<file path="config.mk">
export PLATFORM = sky130hd
export DESIGN_NAME = hazard_ctrl
export DESIGN_NICKNAME = d
export VERILOG_FILES = /design/src/rtl/hz_pkg.sv /design/src/rtl/hz_src_eval.sv /design/src/rtl/hazard_ctrl.sv
export SDC_FILE = /design/constraint.sdc
export NUM_CORES = 1
export LEC_CHECK = 0
export BUFFER_PORTS_ARGS = -buffer_cell sky130_fd_sc_hd__buf_2
export CELL_PAD_IN_SITES_DETAIL_PLACEMENT = 2
export CELL_PAD_IN_SITES_GLOBAL_PLACEMENT = 2
export CORE_MARGIN = 1.5
export CORE_UTILIZATION = 19
export CTS_CLUSTER_DIAMETER = 40
export DETAILED_ROUTE_END_ITERATION = 8
export GPL_TIMING_DRIVEN = 0
export PLACE_DENSITY_LB_ADDON = 0.1
export SLEW_MARGIN = 15
export SYNTH_ARGS = -nofsm -noshare
export SYNTH_HDL_FRONTEND = slang
export SYNTH_SLANG_ARGS = --single-unit
</file>
<file path="constraint.sdc">
create_clock -name clk -period 2.5 [get_ports clk]
set_input_delay 0.25 -clock clk [delete_from_list [all_inputs] [get_ports clk]]
set_output_delay 0.25 -clock clk [all_outputs]
set_load 0.02 [all_outputs]
</file>
<file path="src/rtl/hz_pkg.sv">
package hz_pkg;
  typedef enum logic [1:0] {
    FW_RF    = 2'd0,
    FW_EXMEM = 2'd1,
    FW_MEMWB = 2'd2
  } fwd_sel_e;
endpackage

</file>
<file path="src/rtl/hz_src_eval.sv">
module hz_src_eval
  import hz_pkg::*;
#(
  parameter int REG_AW = 5
) (
  input  logic              bypass_en,
  input  logic              is_branch,
  input  logic [REG_AW-1:0] src,
  input  logic              src_used,
  input  logic [REG_AW-1:0] ex_rd,
  input  logic              ex_wen,
  input  logic              ex_load,
  input  logic [REG_AW-1:0] mem_rd,
  input  logic              mem_wen,
  input  logic              mem_load,
  output logic              need_stall,
  output fwd_sel_e          ex_sel_nxt,
  output fwd_sel_e          id_sel
);
  localparam logic [REG_AW-1:0] ZERO_REG = '0;

  logic live, hit_ex, hit_mem;

  always_comb begin
    live    = src_used && (src != ZERO_REG);
    hit_ex  = live && ex_wen  && (ex_rd  == src);
    hit_mem = live && mem_wen && (mem_rd == src);

    if (!bypass_en)     need_stall = hit_ex || hit_mem;
    else if (is_branch) need_stall = hit_ex || (hit_mem && mem_load);
    else                need_stall = hit_ex && ex_load;

    if (bypass_en && hit_ex)       ex_sel_nxt = FW_EXMEM;
    else if (bypass_en && hit_mem) ex_sel_nxt = FW_MEMWB;
    else                           ex_sel_nxt = FW_RF;

    if (bypass_en && is_branch && hit_mem && !mem_load) id_sel = FW_EXMEM;
    else                                                id_sel = FW_RF;
  end
endmodule

</file>
<file path="src/rtl/hazard_ctrl.sv">
module hazard_ctrl
  import hz_pkg::*;
#(
  parameter int REG_AW = 5
) (
  input  logic              clk,
  input  logic              rst_n,
  input  logic              bypass_en,
  input  logic [REG_AW-1:0] id_rs,
  input  logic              id_rs_used,
  input  logic [REG_AW-1:0] id_rt,
  input  logic              id_rt_used,
  input  logic              id_branch,
  input  logic [REG_AW-1:0] ex_rd,
  input  logic              ex_wen,
  input  logic              ex_load,
  input  logic [REG_AW-1:0] mem_rd,
  input  logic              mem_wen,
  input  logic              mem_load,
  input  logic [REG_AW-1:0] wb_rd,
  input  logic              wb_wen,
  output logic              pc_hold,
  output logic              ifid_hold,
  output logic              idex_bubble,
  output logic [1:0]        id_sel_a,
  output logic [1:0]        id_sel_b,
  output logic [1:0]        ex_sel_a,
  output logic [1:0]        ex_sel_b
);
  localparam int NSRC = 2;

  logic [REG_AW-1:0] src_num  [NSRC];
  logic              src_used [NSRC];
  logic     [NSRC-1:0] src_stall;
  fwd_sel_e          sel_nxt  [NSRC];
  fwd_sel_e          sel_id   [NSRC];
  fwd_sel_e          sel_q    [NSRC];
  fwd_sel_e          sel_d    [NSRC];
  logic              stall;
  logic              wb_unused;

  assign src_num[0]  = id_rs;
  assign src_num[1]  = id_rt;
  assign src_used[0] = id_rs_used;
  assign src_used[1] = id_rt_used;

  // writeback matches resolve through the split-cycle register file
  assign wb_unused = ^{wb_rd, wb_wen};

  for (genvar g = 0; g < NSRC; g++) begin : g_src
    hz_src_eval #(.REG_AW(REG_AW)) u_eval (
      .bypass_en  (bypass_en),
      .is_branch  (id_branch),
      .src        (src_num[g]),
      .src_used   (src_used[g]),
      .ex_rd      (ex_rd),
      .ex_wen     (ex_wen),
      .ex_load    (ex_load),
      .mem_rd     (mem_rd),
      .mem_wen    (mem_wen),
      .mem_load   (mem_load),
      .need_stall (src_stall[g]),
      .ex_sel_nxt (sel_nxt[g]),
      .id_sel     (sel_id[g])
    );

    always_comb begin
      sel_d[g] = stall ? FW_RF : sel_nxt[g];
    end

    always_ff @(posedge clk or negedge rst_n) begin
      if (!rst_n) sel_q[g] <= FW_RF;
      else        sel_q[g] <= sel_d[g];
    end
  end

  assign stall       = |src_stall;
  assign pc_hold     = stall;
  assign ifid_hold   = stall;
  assign idex_bubble = stall;
  assign id_sel_a    = sel_id[0];
  assign id_sel_b    = sel_id[1];
  assign ex_sel_a    = sel_q[0];
  assign ex_sel_b    = sel_q[1];
endmodule

</file>
==> impl_metrics.py <==
metrics = {
    "grt": {
        "antenna_found_initial": 0,
        "grt_first_pass_wirelength_mm": 2.987,
        "grt_max_degree": 6,
        "grt_overflow": 0,
        "grt_pass1_vias": 666,
        "groute.usage.overall_pct": 12.24,
    },
    "final_layout": {
        "instances_no_fill": 134,
        "most-common-layout-cells": "buf_2, xnor2_1, nand2_1",
        "antennaDiodeCount": 0,
        "nFillCells": 329,
        "design_area_sq_um": 792.0,
        "final_common_cell": "buf_2",
        "nets": 142,
        "area_growth_pct": 50.00,
        "layout-drive-gt1-share_pct": 49.04,
    },
    "sta": {
        "fin_tns_setup_ns": 0,
        "finalHoldViolCount": 0,
        "fmax_mhz": 465.0,
        "finalSetupViolCount": 0,
        "relSlewSlack_pct": 66.44,
        "final-max-slew-violation-count": 0,
        "worst_pin_slew_ns": 0.4995,
        "finalCritPeriodShare_pct": 86.02,
        "rsz0062_at_grt": "no",
        "min_period_ns": 2.150,
    },
    "synthesis": {
        "synth_seq_cells": 4,
        "synthCells": 61,
        "netlist.area_leader.share_pct": 26.54,
        "synth.largest_area_cell": "xnor2_1",
        "yosysUniqueCellTypes": 25,
        "syn_area_sq_um": 528.0,
        "yosys_warnings": 0,
        "yosysSeqAreaShare_pct": 18.96,
        "synth.area.top_cells": "xnor2_1, dfrtp_1, xor2_1",
        "avgSynthCellArea_sq_um": 8.656,
    },
    "die": {
        "die-area_sq_um": 3104,
        "ios": 47,
        "coreArea_sq_um": 2545,
        "die_w_um": 55.72,
        "start_util_pct": 20.75,
        "die_h_um": 55.72,
        "rows": 18,
    },
    "place": {
        "place.gp.congestion": 0.6875,
        "placed_cells": 130,
        "dp_hpwl_mm": 1.583,
        "port-buffer-count": 38,
        "placed_cell_area_sq_um": 759.5,
    },
    "clocking": {
        "cts_htree_levels": 1,
        "cts_tree": "built",
        "clkTransAtPathRegs_ns": 0.04,
        "cts_inserted_buffers": 3,
        "cts_sinks": 4,
        "cts_resized": 0,
        "postCtsSetupRepairBufs": 0,
        "clock_tree.buffer_depth": 2,
        "cts.hold.buffers_added": 1,
        "cts_root_buf": "clkbuf_4",
    },
    "detailed_routing": {
        "firstDrtPassIters": 3,
        "avgViaCountPerCell": 4.485,
        "wl_met3_um": 117,
        "wl_met1_um": 676,
        "drc_errors": 0,
        "ant_nets": 0,
        "wl_per_cell_um": 12.67,
        "dr.max_layer_used": "met4",
        "vias": 601,
        "drt_iter0_drc": 3,
        "wl_met2_um": 893,
        "wirelength_mm": 1.698,
    },
    "job": {
        "max_cap_viol_count": 0,
    },
    "worst_setup_path": {
        "crit_fanout": 3,
        "cp.arrival_ns": 1.90,
        "cp-start-kind": "input port",
        "crit_path_end_kind": "output pin",
        "criticalPathCategory": "in -> out",
        "worstPathRequired_ns": 2.25,
    },
    "outcome": {
        "status": "finished, final reports clean",
    },
    "power_and_ir_drop": {
        "peakVddDrop_uv": 150.9,
        "leakage_nw": 0.3590,
        "p_per_area_nw_per_um2": 300.7,
    },
    "min_path": {
        "hold_class": "in -> reg",
    },
}
area by class of cell:
| type | count | area (sq um) | area share (%) |
|---|---|---|---|
| Timing Repair Buffer | 39 | 200.2 | 25.28 |
| Buffer | 4 | 30.03 | 3.791 |
| Tap cell | 30 | 37.54 | 4.739 |
| Multi-Input combinational cell | 54 | 401.6 | 50.71 |
| Clock buffer | 3 | 22.52 | 2.844 |
| Sequential cell | 4 | 100.1 | 12.64 |
flip-flops by register name, summed over array words and instances, names as in the netlist:
signal and flops:
ex_sel_a 2, ex_sel_b 2
per-stage QoR:
| step | power (mW) | util [%] | hold slack, ns | setup slack, ns |
|---|---|---|---|---|
| 2_1_floorplan | 0.1171 | - | -0.04559 | 0.5908 |
| 6_report | 0.2382 | 31.12 | 0.3114 | 0.3496 |
| 3_5_place_dp | 0.1643 | 29.84 | 0.05758 | 0.3116 |
| 4_1_cts | 0.2435 | 31.12 | 0.2993 | 0.3077 |
| 3_3_place_gp | 0.1631 | 29.84 | 0.05376 | 0.3488 |
| 5_1_grt | 0.2638 | 31.12 | 0.3247 | 0.2204 |
final timing paths:
kind / startpoint / endpoint / slack (ns) / depth (start not counted)
max in group asynchronous: rst_n / ex_sel_b[0]$_DFF_PN0_ / 2.01 / 2
max: id_rs[4] / ifid_hold / 0.35 / 8
min: ex_wen / ex_sel_a[0]$_DFF_PN0_ / 0.31 / 3
min in group asynchronous: rst_n / ex_sel_a[0]$_DFF_PN0_ / 0.37 / 2
kinds of logic (layout without fill, tap and decap cells):
group / after synthesis / count (layout) / share of synthesized area [%]
and+or+nand+nor: 26 / 26 / 28.68
xor gates and xnor gates: 20 / 20 / 33.17
AOI/OAI and AO/OA: 6 / 6 / 12.80
DFF: 4 / 4 / 18.96
buffers and inverters: 4 / 46 / 5.687
other: 1 / 2 / 0.7102
cell usage after synthesis, drive strengths merged:
cell / count
xnor2: 16
nand2: 6
buf: 4
dfrtp: 4
o21ai: 4
xor2: 4
nand4: 3
nor2: 3
nor3: 3
nor4: 3
or4: 2
a2111oi: 1
a21oi: 1
and2: 1
conb: 1
nand3: 1
nand3b: 1
nand4b: 1
nor2b: 1
or3: 1
power by group:
group          switching [mW]  internal, mW
clock                  0.0215        0.0534
combinational          0.0499        0.0481
sequential          0.0000370        0.0653
total                  0.0714         0.167
critical path: stages:
cell and delay (ns):
buf_2 0.12, or4_1 0.53, o21ai_2 0.19, nand4b_1 0.24, nor2b_1 0.17, o21ai_1 0.09, buf_4 0.14, buf_2 0.15
per-layer routing:
layer	vias to the layer above	global-route usage (%)
met1	285	14.27
met5	-	0
met4	0	4.181
met2	19	21.43
li1	295	-
met3	2	3.256
No activity file was read; power rests on OpenSTA's default activity.
